`src/rtl/tapcfg_pkg.sv`:
```
// Shared definitions for the TAP configuration loader: the step list of the
// fixed TAP walk, the instruction codes and small decode helpers.
// Assumes the step order below is the order in which steps are executed.
package tapcfg_pkg;

    typedef enum logic [3:0] {
        ST_TLR, ST_RTI0, ST_SELIR0, ST_SHIR0, ST_CFGOP, ST_TODR, ST_SHDR,
        ST_DATA, ST_UPDR, ST_RTI1, ST_SELIR1, ST_SHIR1, ST_STOP, ST_UPIR,
        ST_STARTUP, ST_EXIT
    } step_e;

    localparam logic [5:0] OP_CFG_LOAD = 6'b000101;
    localparam logic [5:0] OP_STARTUP  = 6'b001100;

    // TMS value driven on every bit of a step except a merged last bit
    function automatic logic step_tms(step_e s);
        case (s)
            ST_TLR, ST_SELIR0, ST_TODR, ST_UPDR,
            ST_SELIR1, ST_UPIR, ST_EXIT:        return 1'b1;
            default:                            return 1'b0;
        endcase
    endfunction

    // Number of TCK cycles of a fixed-length step (data/startup set elsewhere)
    function automatic logic [4:0] step_len(step_e s);
        case (s)
            ST_TLR:               return 5'd5;
            ST_CFGOP, ST_STOP:    return 5'd6;
            ST_EXIT:              return 5'd3;
            ST_SELIR0, ST_SHIR0, ST_TODR, ST_SHDR,
            ST_SELIR1, ST_SHIR1:  return 5'd2;
            default:              return 5'd1;
        endcase
    endfunction

    // Shift steps whose last bit is merged with TMS=1
    function automatic logic step_merge_last(step_e s);
        return (s == ST_CFGOP) || (s == ST_DATA) || (s == ST_STOP);
    endfunction

    // Select one bit of an instruction code
    function automatic logic op_bit(logic [5:0] op, logic [2:0] idx);
        logic [5:0] sh;
        sh = op >> idx;
        return sh[0];
    endfunction

endpackage

```
`src/rtl/tck_pacer.sv`:
```
// TCK generator. Produces a TCK with half-period max(div, HALF_MIN) system
// clocks. A rising edge is only produced while 'run' is high; the low phase
// is stretched otherwise. 'adv' marks the cycle on whose edge TCK falls.
// Assumes run is only evaluated while TCK is low.
module tck_pacer #(
    parameter int DIV_W    = 8,
    parameter int HALF_MIN = 2
) (
    input  logic             clk,
    input  logic             rst_n,
    input  logic             run,
    input  logic [DIV_W-1:0] div,
    output logic             tck,
    output logic             adv
);
    localparam logic [DIV_W-1:0] HALF_FLOOR = DIV_W'(HALF_MIN);

    logic [DIV_W-1:0] half;
    logic [DIV_W-1:0] pc;
    logic             phase_end;
    logic             tck_seen;
    logic [7:0]       lvl;

    // Clamp the programmed half-period to the rate floor
    always_comb begin
        half      = (div < HALF_FLOOR) ? HALF_FLOOR : div;
        phase_end = (pc == half - DIV_W'(1));
        adv       = tck && phase_end;
    end

    // Count each phase and toggle TCK at its end; hold low when not running
    always_ff @(posedge clk) begin
        if (!rst_n) begin
            tck <= 1'b0;
            pc  <= '0;
        end else if (tck) begin
            if (phase_end) begin
                tck <= 1'b0;
                pc  <= '0;
            end else begin
                pc <= pc + DIV_W'(1);
            end
        end else if (run) begin
            if (phase_end) begin
                tck <= 1'b1;
                pc  <= '0;
            end else begin
                pc <= pc + DIV_W'(1);
            end
        end else begin
            pc <= '0;
        end
    end

    // Measure how long TCK has held its level (checking aid)
    always_ff @(posedge clk) begin
        if (!rst_n) begin
            tck_seen <= 1'b0;
            lvl      <= '0;
        end else begin
            tck_seen <= tck;
            if (tck != tck_seen) lvl <= '0;
            else if (lvl != 8'hFF) lvl <= lvl + 8'd1;
        end
    end

    AST_TCK_LEVEL_MIN: assert property (@(posedge clk) disable iff (!rst_n)
        (tck != tck_seen) |-> (int'(lvl) >= HALF_MIN - 1))
        else $error("TCK level shorter than floor");

endmodule

```
`src/rtl/bit_feeder.sv`:
```
// Bitstream word buffer. Takes 32-bit words over valid/ready while words of
// the current load remain, and presents the next bit (MSB first). A shift
// consumes one bit; the word is released after bit 0 or after the last bit
// of the stream, so unused low bits are dropped.
// Assumes 'load' is a single-cycle pulse at the start of a load.
module bit_feeder #(
    parameter int CNT_W = 24
) (
    input  logic             clk,
    input  logic             rst_n,
    input  logic             load,
    input  logic [CNT_W-1:0] bit_count,
    input  logic             shift,
    input  logic             flush,
    input  logic [31:0]      word_data,
    input  logic             word_valid,
    output logic             word_ready,
    output logic             have_bit,
    output logic             cur_bit
);
    logic [31:0]      wbuf;
    logic             wvld;
    logic [4:0]       pos;
    logic [CNT_W-1:0] left;

    // Drive handshake and current bit from the buffer state
    always_comb begin
        word_ready = !wvld && (left != '0);
        have_bit   = wvld;
        cur_bit    = wbuf[31];
    end

    // Load the word budget, accept words and shift bits out
    always_ff @(posedge clk) begin
        if (!rst_n) begin
            wbuf <= '0;
            wvld <= 1'b0;
            pos  <= '0;
            left <= '0;
        end else if (load) begin
            wvld <= 1'b0;
            pos  <= '0;
            left <= (bit_count >> 5) + CNT_W'(|bit_count[4:0]);
        end else if (word_ready && word_valid) begin
            wbuf <= word_data;
            wvld <= 1'b1;
            left <= left - CNT_W'(1);
        end else if (shift) begin
            wbuf <= wbuf << 1;
            pos  <= pos + 5'd1;
            if (flush || pos == 5'd31) begin
                wvld <= 1'b0;
                pos  <= '0;
            end
        end
    end

    AST_SHIFT_NEEDS_WORD: assert property (@(posedge clk) disable iff (!rst_n)
        shift |-> wvld)
        else $error("bit consumed without a word");

endmodule

```
`src/rtl/tap_seq_ctrl.sv`:
```
// Step sequencer for the fixed TAP walk. Tracks the current step and the
// bit index inside it, advances on each TCK falling edge ('adv'), and
// derives TMS/TDI for the bit now presented. A zero bit count jumps from the
// configuration code straight to the Update/Run-Test path.
// Assumes 'adv' only pulses while a TCK high phase ends.
module tap_seq_ctrl
    import tapcfg_pkg::*;
#(
    parameter int CNT_W        = 24,
    parameter int STARTUP_TCKS = 16
) (
    input  logic             clk,
    input  logic             rst_n,
    input  logic             start,
    input  logic [CNT_W-1:0] bit_count,
    input  logic             adv,
    input  logic             have_bit,
    input  logic             data_bit,
    output logic             tms,
    output logic             tdi,
    output logic             busy,
    output logic             done,
    output logic             err_empty,
    output logic             run,
    output logic             load,
    output logic             data_shift,
    output logic             data_last
);
    localparam int STARTUP_N = (STARTUP_TCKS < 16) ? 16 : STARTUP_TCKS;

    step_e            step;
    logic [CNT_W-1:0] cnt;
    logic [CNT_W-1:0] nbits_q;
    logic [CNT_W-1:0] len_c;
    logic             last_c;

    // Length of the current step and last-bit detect
    always_comb begin
        case (step)
            ST_DATA:    len_c = nbits_q;
            ST_STARTUP: len_c = CNT_W'(STARTUP_N);
            default:    len_c = CNT_W'(step_len(step));
        endcase
        last_c = (cnt == len_c - CNT_W'(1));
    end

    // Pin values for the bit currently presented to the target
    always_comb begin
        if (!busy)                                  tms = 1'b1;
        else if (last_c && step_merge_last(step))   tms = 1'b1;
        else                                        tms = step_tms(step);
        case (step)
            ST_CFGOP: tdi = busy && op_bit(OP_CFG_LOAD, cnt[2:0]);
            ST_STOP:  tdi = busy && op_bit(OP_STARTUP, cnt[2:0]);
            ST_DATA:  tdi = busy && data_bit;
            default:  tdi = 1'b0;
        endcase
        load       = start && !busy;
        run        = busy && !(step == ST_DATA && !have_bit);
        data_shift = busy && adv && (step == ST_DATA);
        data_last  = last_c;
    end

    // Start a load, then walk steps on each TCK falling edge
    always_ff @(posedge clk) begin
        if (!rst_n) begin
            step      <= ST_TLR;
            cnt       <= '0;
            nbits_q   <= '0;
            busy      <= 1'b0;
            done      <= 1'b0;
            err_empty <= 1'b0;
        end else if (load) begin
            step      <= ST_TLR;
            cnt       <= '0;
            nbits_q   <= bit_count;
            busy      <= 1'b1;
            done      <= 1'b0;
            err_empty <= (bit_count == '0);
        end else if (busy && adv) begin
            if (last_c) begin
                cnt <= '0;
                case (step)
                    ST_CFGOP: step <= (nbits_q == '0) ? ST_UPDR : ST_TODR;
                    ST_EXIT: begin
                        busy <= 1'b0;
                        done <= 1'b1;
                    end
                    default:  step <= step_e'(step + 4'd1);
                endcase
            end else begin
                cnt <= cnt + CNT_W'(1);
            end
        end
    end

    AST_START_IGNORED: assert property (@(posedge clk) disable iff (!rst_n)
        (busy && start) |=> $stable(nbits_q))
        else $error("start accepted while busy");

    AST_ERR_ONLY_ZERO: assert property (@(posedge clk) disable iff (!rst_n)
        err_empty |-> (nbits_q == '0))
        else $error("error flag with non-zero count");

endmodule

```
`src/rtl/tap_cfg_loader.sv`:
```
// Top of the TAP configuration loader. Connects the TCK pacer, the bitstream
// word buffer and the step sequencer. TMS/TDI move only when TCK falls or,
// during a data pause, while TCK is held low.
// Assumes a single target device on the TAP and TDO left unused.
module tap_cfg_loader #(
    parameter int CNT_W        = 24,
    parameter int DIV_W        = 8,
    parameter int HALF_MIN     = 2,
    parameter int STARTUP_TCKS = 16
) (
    input  logic             clk,
    input  logic             rst_n,
    input  logic             start,
    input  logic [CNT_W-1:0] bit_count,
    input  logic [DIV_W-1:0] tck_div,
    input  logic [31:0]      word_data,
    input  logic             word_valid,
    output logic             word_ready,
    output logic             tck,
    output logic             tms,
    output logic             tdi,
    output logic             busy,
    output logic             done,
    output logic             err_empty
);
    logic run, adv, load, data_shift, data_last, have_bit, cur_bit;

    tck_pacer #(.DIV_W(DIV_W), .HALF_MIN(HALF_MIN)) u_pacer (
        .clk(clk), .rst_n(rst_n), .run(run), .div(tck_div),
        .tck(tck), .adv(adv)
    );

    bit_feeder #(.CNT_W(CNT_W)) u_feeder (
        .clk(clk), .rst_n(rst_n), .load(load), .bit_count(bit_count),
        .shift(data_shift), .flush(data_last),
        .word_data(word_data), .word_valid(word_valid), .word_ready(word_ready),
        .have_bit(have_bit), .cur_bit(cur_bit)
    );

    tap_seq_ctrl #(.CNT_W(CNT_W), .STARTUP_TCKS(STARTUP_TCKS)) u_ctrl (
        .clk(clk), .rst_n(rst_n), .start(start), .bit_count(bit_count),
        .adv(adv), .have_bit(have_bit), .data_bit(cur_bit),
        .tms(tms), .tdi(tdi), .busy(busy), .done(done), .err_empty(err_empty),
        .run(run), .load(load), .data_shift(data_shift), .data_last(data_last)
    );

    AST_PINS_HOLD_HIGH: assert property (@(posedge clk) disable iff (!rst_n)
        (tck && $past(tck)) |-> ($stable(tms) && $stable(tdi)))
        else $error("TMS/TDI moved while TCK high");

    AST_STARVED_NO_RISE: assert property (@(posedge clk) disable iff (!rst_n)
        (!tck && !run) |=> !tck)
        else $error("TCK rose without data");

    AST_BUSY_DONE_EXCL: assert property (@(posedge clk) disable iff (!rst_n)
        !(busy && done))
        else $error("busy and done together");

endmodule

```
`config.mk`:
```
export PLATFORM = sky130hd
export DESIGN_NAME = tap_cfg_loader
export DESIGN_NICKNAME = d
export VERILOG_FILES = /design/src/rtl/tapcfg_pkg.sv /design/src/rtl/tck_pacer.sv /design/src/rtl/bit_feeder.sv /design/src/rtl/tap_seq_ctrl.sv /design/src/rtl/tap_cfg_loader.sv
export SDC_FILE = /design/constraint.sdc
export NUM_CORES = 1
export LEC_CHECK = 0
export ABC_AREA = 0
export CAP_MARGIN = 20
export CORE_UTILIZATION = 45
export DETAILED_ROUTE_END_ITERATION = 7
export DONT_BUFFER_PORTS = 1
export PLACE_DENSITY_LB_ADDON = 0.12
export SYNTH_ARGS = -nofsm -noshare
export SYNTH_HDL_FRONTEND = slang
export SYNTH_HIERARCHICAL = 1
export SYNTH_SLANG_ARGS = --single-unit
```
`constraint.sdc`:
```
create_clock -name clk -period 8 [get_ports clk]
set_input_delay 0.8 -clock clk [delete_from_list [all_inputs] [get_ports clk]]
set_output_delay 0.8 -clock clk [all_outputs]
set_load 0.02 [all_outputs]
```
==> results of run 1 <==
metrics by stage:
step / hold WS, ps / area [um^2] / setup WS (ps) / total power [mW]
CTS: 466 / 9590 / 2260 / 1.75
global route: 477 / 9590 / 1920 / 1.81
finish: 463 / 9590 / 2200 / 1.73
detailed placement: 449 / 8970 / 2730 / 0.931
floorplan: 435 / 8930 / 3390 / 0.885
global placement: 443 / 8970 / 2830 / 0.931
synthesized netlist by cell type (8+ instances only):
cell        n  area share, %
dfxtp_1   129             29
nor2_1    115            4.8
nand2_1   111            4.7
nand3_1    80            4.5
clkbuf_1   62            2.6
and3_1     48            3.4
xor2_1     43            4.2
xnor2_1    38            3.7
a211o_1    37            3.6
a21oi_1    37            2.1
o21ai_0    30            1.7
nor3_1     29            1.6
a21boi_0   26            2.2
nand4_1    26            1.8
inv_1      23           0.97
nor4_1     22            1.5
ha_1       18            2.5
or3_1      16            1.1
a31oi_1    15            1.1
or4_1      12            1.0
buf_2      10           0.56
mux2i_1    10            1.1
o211ai_1    9           0.76
nor2b_1     8           0.56
o21a_1      8           0.67
cells by family (layout without fill, tap and decap cells):
group / after synthesis / count (layout) / share of synthesized area [%]
multiplexers: 15 / 15 / 1.86
flip-flops: 129 / 129 / 28.9
XOR/XNOR: 81 / 81 / 7.95
AO/OA/AOI/OAI: 248 / 248 / 21.1
other: 0 / 1 / 0
AND/OR/NAND/NOR: 539 / 539 / 32.3
buffers and inverters: 110 / 67 / 5.31
adder cells (fa/ha/maj): 18 / 18 / 2.52
worst max-delay path, delay by kind of cell, from the launching register on:
kind            cells  cell delay [ps]
mux                 1              260
fa+ha+maj           1              370
flops               1              430
compound gates      3             1040
simple gates        6             2470
how the worst max path moves through the flow:
stage,start,endpoint,depth (start not counted)
after global placement,u_ctrl/step[0],tms,11
final,u_ctrl/step[0],tms,11
after floorplan,u_ctrl/step[0],tms,15
after global routing,u_ctrl/step[0],tms,11
after detailed placement,u_ctrl/step[0],tms,11
after CTS,u_ctrl/step[0],tms,11
routing by layer:
layer	vias up	GRT usage [%]	wire length, um
met5	-	0	0
met4	0	10.0	674
met3	45	5.03	1220
met2	223	41.8	11900
met1	3995	34.8	12000
li1	4082	-	-
layout make-up:
cell class / count / area share [%]
tap: 265 / 3.46
inverter: 27 / 1.06
clock buffer: 17 / 4.44
clock inverter: 15 / 1.97
timing repair buffer: 8 / 0.626
sequential: 129 / 26.9
multi-input combinational: 901 / 61.5
antenna: 1 / 0.0261
state kept, by name, indices dropped and copies added (netlist names), named ones only:
register           flops
u_ctrl/err_empty       1
u_ctrl/busy            1
u_feeder/left         24
u_ctrl/done            1
u_feeder/pos           5
u_ctrl/cnt            24
u_feeder/have_bit      1
u_ctrl/step            4
u_ctrl/nbits_q        24
u_feeder/wbuf         32
u_pacer/pc             8
u_pacer/tck            1
power by group:
group          switching (mW)  total, mW  internal [mW]
Combinational           0.129      0.209         0.0806
Clock                   0.335      0.810          0.475
Sequential             0.0375      0.710          0.673
Total                   0.501       1.73           1.23
==> results.yml, run 1 <==
timing:
  worst_pin_slew_ps: 926
  fmax_mhz: 172
  fin_crit_ps: 5800
  skew_ps: 12.0
  setup_viol: 0
  rsz0062_at_grt: "no"
  period_share_pct: 72.5
  slew_viol_final: 0
  final_hold_viol_count: 0
  maxSlewHeadroom_pct: 38.1
  final.setup.tns_ps: 0
worst_setup_path:
  slowest_delay_ps: 740
  critical_path.startpoint_type: "register"
  worst-endpoint-required_ps: 7200
  endpoint_kind: "output port"
  reg2reg_slack_ps: 2920
  cp_max_fo: 16
  path_cells: "ha_1, nor2_1, a32o_1, a221oi_2, and3_1, mux2i_1, a22oi_1, or4_4, nor4_2, nand2_1, nand4_1"
  crit_slowest_cell: "and3_1"
  reg2regPathDepth: 15
  worst-setup-path-type: "reg -> out"
  cp.arrival_ps: 5000
  timing.rr.start: "u_ctrl/step[0]"
run_status:
  status: "finished, final reports clean"
layout:
  n_fill_cell: 1926
  mostFrequentLayoutCells: "dfxtp_1, nor2_1, nand2_1"
  fin_util_pct: 49.3
  layout_commonest_cell: "dfxtp_1"
  syn_to_final_growth_pct: 7.43
  seqCellArea_um2: 2580
  final_cells: 1363
  drive_above_1_share_pct: 8.30
  num-nets-final: 1170
  multi_input_area_um2: 5900
cts:
  cts_made_buffers: 17
  cts_setup_buffers: 0
  cts_tree: "done"
  cts_root_buf: "clkbuf_16"
  clock_path_buffers: 2
  post_cts_resized: 0
  hold_buffers: 0
  cts_max_level: 4
  cts_sinks: 129
  path_clk_slew_ps: 70
  clk_latency_ps: 430
floorplanning:
  die_area_um2: 20400
  rows: 51
  dieWidth_um: 143
  initial_core_util_pct: 45.9
  fp.dieH_um: 143
  boundaryPins: 75
  coreArea_um2: 19500
min_path:
  min_to: "u_feeder/wbuf[9]"
  min_from: "u_feeder/wbuf[9]"
  hold_path_depth: 1
  min_path_type: "reg -> reg"
route:
  drc: 0
  drtAntennaViolNets: 0
  vias: 8345
  drt_iter0_drc: 515
  wirelength_um: 25900
  post_drt_wl_per_cell_um: 19.0
  firstDrtPassIters: 5
  via_per_inst: 6.12
placed_design:
  gp_congestion: 0.973
  dpl.cell_count: 1330
  io_buffers: 0
  dpl.hpwl_um: 18400
synth:
  async_reset_ff_share_pct: 0
  syn_avg_cell_area_um2: 7.83
  synth-main-ff-cell: "dfxtp_1"
  seq_area_frac_synth_pct: 28.9
  synth.distinct_cells: 101
  synth_seq_cells: 129
  ys_warn_count: 6
  syn_area_um2: 8930
  synth_nets: 1226
  synth_edf_count: 0
  syn_inst: 1140
grt:
  antenna_found_initial: 1
  grt_overflow: 0
  grt_max_degree: 70
  first_global_vias: 7685
  grt.total_usage_pct: 26.2
  grt_pass1_wl_um: 41600
job:
  cap_violations: 0
power_and_ir_drop:
  peakVddDrop_mv: 0.120
  p_per_area_nw_per_um2: 180
  p_leak_nw: 3.67
Power figures use the tool's default switching activity.
==> inputs of run 2 (changes only) <==
Settings changed: ABC_AREA 0 to 1.
Clock period 8 ns to 5.8 ns, I/O delays scaled along.
==> run 2 against run 1 <==
Combinational power increased by 110%. Synthesized area increased by 4.6%. Die area increased by 4.5%. Sequential cell count unchanged.
==> results.yml, run 2 <==
run_status:
  status: "finished, final reports clean"
synth:
  synth-main-ff-cell: "dfxtp_1"
  ys_warn_count: 6
  yosysMostFrequentCell: "nand2_1"
  syn_avg_cell_area_um2: 5.99
  async_reset_ff_share_pct: 0
  synth_area_leaders: "dfxtp_1, nand2_1, nor2_1, nand3_1, inv_1"
  synth_common_cells: "nand2_1, nor2_1, inv_1"
  seq_area_frac_synth_pct: 27.7
  syn_inst: 1559
  synth_edf_count: 0
  synth_seq_cells: 129
  synth_area_leader_cell: "dfxtp_1"
  syn_area_um2: 9330
  synth_nets: 1645
  synth.top_cell.area_share_pct: 27.7
  synth.distinct_cells: 45
cts:
  cts_sinks: 129
  cts_max_level: 4
  cts_made_buffers: 17
  cts_tree: "done"
  hold_buffers: 0
  cts_root_buf: "clkbuf_16"
  cts_setup_buffers: 0
  path_clk_slew_ps: 60
  clk_latency_ps: 430
  post_cts_resized: 0
  clock_path_buffers: 2
floorplanning:
  fp.dieH_um: 146
  dieWidth_um: 146
  die_area_um2: 21300
  rows: 52
  boundaryPins: 75
  coreArea_um2: 20300
  initial_core_util_pct: 46.0
route:
  drtAntennaViolNets: 0
  vias: 9444
  via_per_inst: 5.21
  post_drt_wl_per_cell_um: 14.4
  firstDrtPassIters: 5
  wirelength_um: 26100
  drt_iter0_drc: 758
  drc: 0
worst_setup_path:
  slowest_delay_ps: 590
  path_delay_family: "simple AND/OR/NAND/NOR gates"
  cp_max_fo: 13
  reg2regPathDepth: 25
  worst-endpoint-required_ps: 5220
  crit_start: "u_ctrl/step[2]"
  path_cells: "nand3_2, nand3_1, nand2_1, inv_2, ha_1, nand2_1, inv_1, nand2_1, nor2_4, nand2_1, nor2_1, nand2_1, nand2_1, inv_2, nor2_1, nand4_1, nor2_4, nand2_1, nand4_1"
  reg2reg_slack_ps: 1610
  critical_path.startpoint_type: "register"
  crit_path_end: "tms"
  crit_slowest_cell: "dfxtp_1"
  worst-setup-path-type: "reg -> out"
  path_depth: 19
  endpoint_kind: "output port"
  crit_top_cell: "nand2_1"
  critPathBufInv: 3
  cp.arrival_ps: 3860
  timing.rr.start: "u_ctrl/step[2]"
power_and_ir_drop:
  p_leak_nw: 4.66
  peakVddDrop_mv: 0.166
  p_per_area_nw_per_um2: 244
layout:
  largest_register_ffs: 32
  finalInstanceArea_um2: 10000
  syn_to_final_growth_pct: 7.23
  largest_register: "u_feeder/wbuf"
  mostFrequentLayoutCells: "nand2_1, nor2_1, inv_1"
  fin_util_pct: 49.3
  drive_above_1_share_pct: 6.67
  layout_commonest_cell: "nand2_1"
  num-nets-final: 1617
  diodes: 0
timing:
  rsz0062_at_grt: "no"
  final_hold_viol_count: 0
  fmax_mhz: 225
  period_share_pct: 76.6
  skew_ps: 9.14
  fin_crit_ps: 4440
  setup_viol: 0
  slew_viol_final: 0
  timing.hold.ws_ps: 250
  maxSlewHeadroom_pct: 33.7
  final.setup.tns_ps: 0
  worst_pin_slew_ps: 992
grt:
  grt_pass1_wl_um: 43700
  grt_max_degree: 73
  first_global_vias: 8711
  grt.total_usage_pct: 25.5
  antenna_found_initial: 0
  grt_overflow: 0
placed_design:
  io_buffers: 0
  dpl_cell_area_um2: 9430
  dpl.hpwl_um: 19000
  gp_congestion: 0.882
job:
  cap_violations: 0
min_path:
  min_path_type: "in -> reg"
## run 2: where the power goes
part | switching, mW | leakage (nW) | internal (mW)
logic | 0.295 | 3.34 | 0.152
registers | 0.0557 | 1.06 | 0.946
clock network | 0.435 | 0.264 | 0.563
## run 2: worst min path at each step
stage | startpoint | slack, ps | cells after the start | end
5_1_grt | bit_count[3] | 230 | 1 | u_ctrl/err_empty
3_3_place_gp | u_feeder/pos[4] | 460 | 2 | u_feeder/pos[4]
3_5_place_dp | u_feeder/pos[4] | 460 | 2 | u_feeder/pos[4]
4_1_cts | bit_count[3] | 230 | 1 | u_ctrl/err_empty
2_1_floorplan | u_pacer/pc[0] | 440 | 1 | u_pacer/pc[0]
6_report | bit_count[3] | 250 | 1 | u_ctrl/err_empty
## run 2: final cells by class
| class | instances | area (um^2) |
|---|---|---|
| fill | 2197 | 10300 |
| multi-input combinational | 1182 | 5740 |
| sequential | 129 | 2580 |
| inverter | 195 | 732 |
| clock buffer | 19 | 443 |
| tap | 270 | 338 |
| clock inverter | 13 | 104 |
| timing repair buffer | 6 | 65.1 |
## run 2: layer usage
layer	GRT usage, %	wire, um	vias to the layer above
li1	-	-	4919
met5	0	0	-
met1	33.8	12500	4274
met3	4.03	1120	30
met4	8.28	433	0
met2	42.2	12100	221
## run 2: through the flow
stage | power, mW | std cells | setup slack, ps
after global placement | 1.46 | 1781 | 1440
after floorplan | 1.38 | 1559 | 2100
after detailed placement | 1.46 | 1781 | 1330
after CTS | 2.47 | 1813 | 1330
after global routing | 2.59 | 1814 | 941
final | 2.45 | 1814 | 1360
## run 2: cells by family after synthesis
kind of cell / after synthesis / share of synthesized area (%)
buffers and inverters: 248 / 10.8
AO/OA/AOI/OAI: 120 / 7.28
XOR/XNOR: 47 / 4.41
AND/OR/NAND/NOR: 997 / 47.4
flip-flops: 129 / 27.7
adder cells (fa/ha/maj): 18 / 2.41
==> inputs of run 3 (changes only) <==
Clock period 5.8 ns to 4.4 ns, I/O delays scaled along.
==> run 3 against run 2 <==
Global-route usage down 0.25 points. Combinational power up 32%. Register-to-register slack worse by 1100 ps. Sequential share of layout area down 0.10 points. Routed wire length up 0.60%. Final cell count up 0.33%. Sequential cell count unchanged. Critical endpoint unchanged. Largest power group is now clock.
==> results.yml, run 3 (synthesized netlist as in run 2, its figures left out) <==
route:
  drtAntennaViolNets: 0
  drt_iter0_drc: 661
  via_per_inst: 5.17
  post_drt_wl_per_cell_um: 14.4
  drc: 0
  firstDrtPassIters: 6
  wirelength_um: 26200
  vias: 9403
min_path:
  min_path_type: "in -> reg"
  hold_path_depth: 1
  min_to: "u_ctrl/err_empty"
  min_from: "bit_count[3]"
worst_setup_path:
  timing.rr.start: "u_ctrl/step[0]"
  cp.arrival_ps: 3550
  path_cells: "inv_1, ha_1, nand3_4, nand3_1, nand2_1, inv_2, ha_1, nand2_1, inv_1, nand2_1, nor2_4, nand2_1, nor2_1, nand2_1, nand2_1, inv_2, nor2_1, nand4_1, nor2_4, nand2_1, nand4_1"
  reg2reg_slack_ps: 490
  worst-setup-path-type: "reg -> out"
  slowest_delay_ps: 340
  crit_slowest_cell: "dfxtp_1"
  endpoint_kind: "output port"
  critical_path.startpoint_type: "register"
  cp_max_fo: 11
  path_delay_family: "simple AND/OR/NAND/NOR gates"
  worst-endpoint-required_ps: 3960
  reg2regPathDepth: 27
  crit_top_cell: "nand2_1"
  critPathBufInv: 4
cts:
  cts_max_level: 4
  cts_root_buf: "clkbuf_16"
  clk_latency_ps: 420
  cts_made_buffers: 17
  post_cts_resized: 0
  cts_sinks: 129
  path_clk_slew_ps: 60
  clock_path_buffers: 2
  cts_setup_buffers: 0
  cts_tree: "done"
  hold_buffers: 0
run_status:
  status: "finished, final reports clean"
timing:
  final.setup.tns_ps: 0
  period_share_pct: 90.7
  slew_viol_final: 0
  worst_pin_slew_ps: 986
  maxSlewHeadroom_pct: 34.1
  finalWorstSetupSlack_ps: 408
  rsz0062_at_grt: "no"
  setup_viol: 0
  final_hold_viol_count: 0
  skew_ps: 10.8
  fin_crit_ps: 3990
  fmax_mhz: 251
grt:
  grt_max_degree: 73
  grt_overflow: 0
  grt_pass1_wl_um: 43400
  grt.total_usage_pct: 25.2
  first_global_vias: 8619
  antenna_found_initial: 0
floorplanning:
  fp.dieH_um: 146
  coreArea_um2: 20300
  die_area_um2: 21300
  rows: 52
  dieWidth_um: 146
  boundaryPins: 75
  initial_core_util_pct: 46.0
power_and_ir_drop:
  p_switching_mw: 1.05
  fin_total_pwr_mw: 3.29
  p_per_area_nw_per_um2: 327
  p_seq_share_pct: 40.2
  pwr-share-comb_pct: 18.0
  power.share.clock_pct: 41.8
  sw_frac_of_total_pct: 32.0
  p_int_mw: 2.24
  peakVddDrop_mv: 0.228
  p_leak_nw: 4.69
placed_design:
  dpl.hpwl_um: 19400
  dp_slack_ps: 491
  io_buffers: 0
  gp_congestion: 0.916
  dpl.cell_count: 1788
job:
  cap_violations: 0
layout:
  largest_register_ffs: 32
  mostFrequentLayoutCells: "nand2_1, nor2_1, inv_1"
  final_cells: 1820
  fin_util_pct: 49.5
  drive_above_1_share_pct: 7.03
  num-nets-final: 1623
  syn_to_final_growth_pct: 7.64
  largest_register: "u_feeder/wbuf"
  layout_commonest_cell: "nand2_1"
  diodes: 0
run 3: changes by cell type in the layout (fill, tap and decap cells not counted), sizes merged:
cell / before / now
clkinv: 9 / 7
clkbuf: 19 / 18
buf: 6 / 12
bufinv: 0 / 1
inv: 197 / 199
run 3: metrics by stage:
stage | hold slack, ps | instance area, um^2
finish | 109 | 10000
global route | 120 | 10000
floorplan | 441 | 9330
detailed placement | 465 | 9490
CTS | 97.5 | 10000
global placement | 456 | 9490
run 3: layout make-up:
cell class	instances	area, um^2
Tap cell	270	338
Fill cell	2227	10300
Clock inverter	14	131
Multi-Input combinational cell	1182	5740
Timing Repair Buffer	12	90.1
Clock buffer	18	429
Sequential cell	129	2580
Inverter	195	732
run 3: power by group through the flow:
| stage | sequential [mW] | combinational (mW) | clock, mW |
|---|---|---|---|
| after floorplan | 1.32 | 0.491 | 0 |
| after global placement | 1.34 | 0.581 | 0 |
| after detailed placement | 1.34 | 0.586 | 0 |
| after CTS | 1.32 | 0.590 | 1.40 |
| after global routing | 1.33 | 0.677 | 1.46 |
| final | 1.32 | 0.591 | 1.37 |
run 3: worst reg2reg max path, delay by kind of cell, from the launching register on:
| kind | cells | cell delay [ps] |
|---|---|---|
| DFF | 1 | 340 |
| adders and majority gates | 3 | 640 |
| and+or+nand+nor | 18 | 2360 |
| buffers and inverters | 6 | 490 |
run 3: worst max-delay path by stage:
stage	from	end	slack, ps	cells past startpoint
3_5_place_dp	u_ctrl/step[0]	register	490	27
2_1_floorplan	tck_div[3]	u_ctrl/cnt[23]	840	23
4_1_cts	u_ctrl/step[0]	tms	400	21
6_report	u_ctrl/step[0]	tms	410	21
5_1_grt	u_ctrl/step[0]	tms	80	21
3_3_place_gp	tck_div[5]	u_ctrl/cnt[23]	450	26
run 3: routing by layer:
layer	share of wire [%]	global-route usage (%)
met4	1.5	7.24
met3	4.1	4.25
met1	48	34.2
met2	46	41.1
met5	0	0
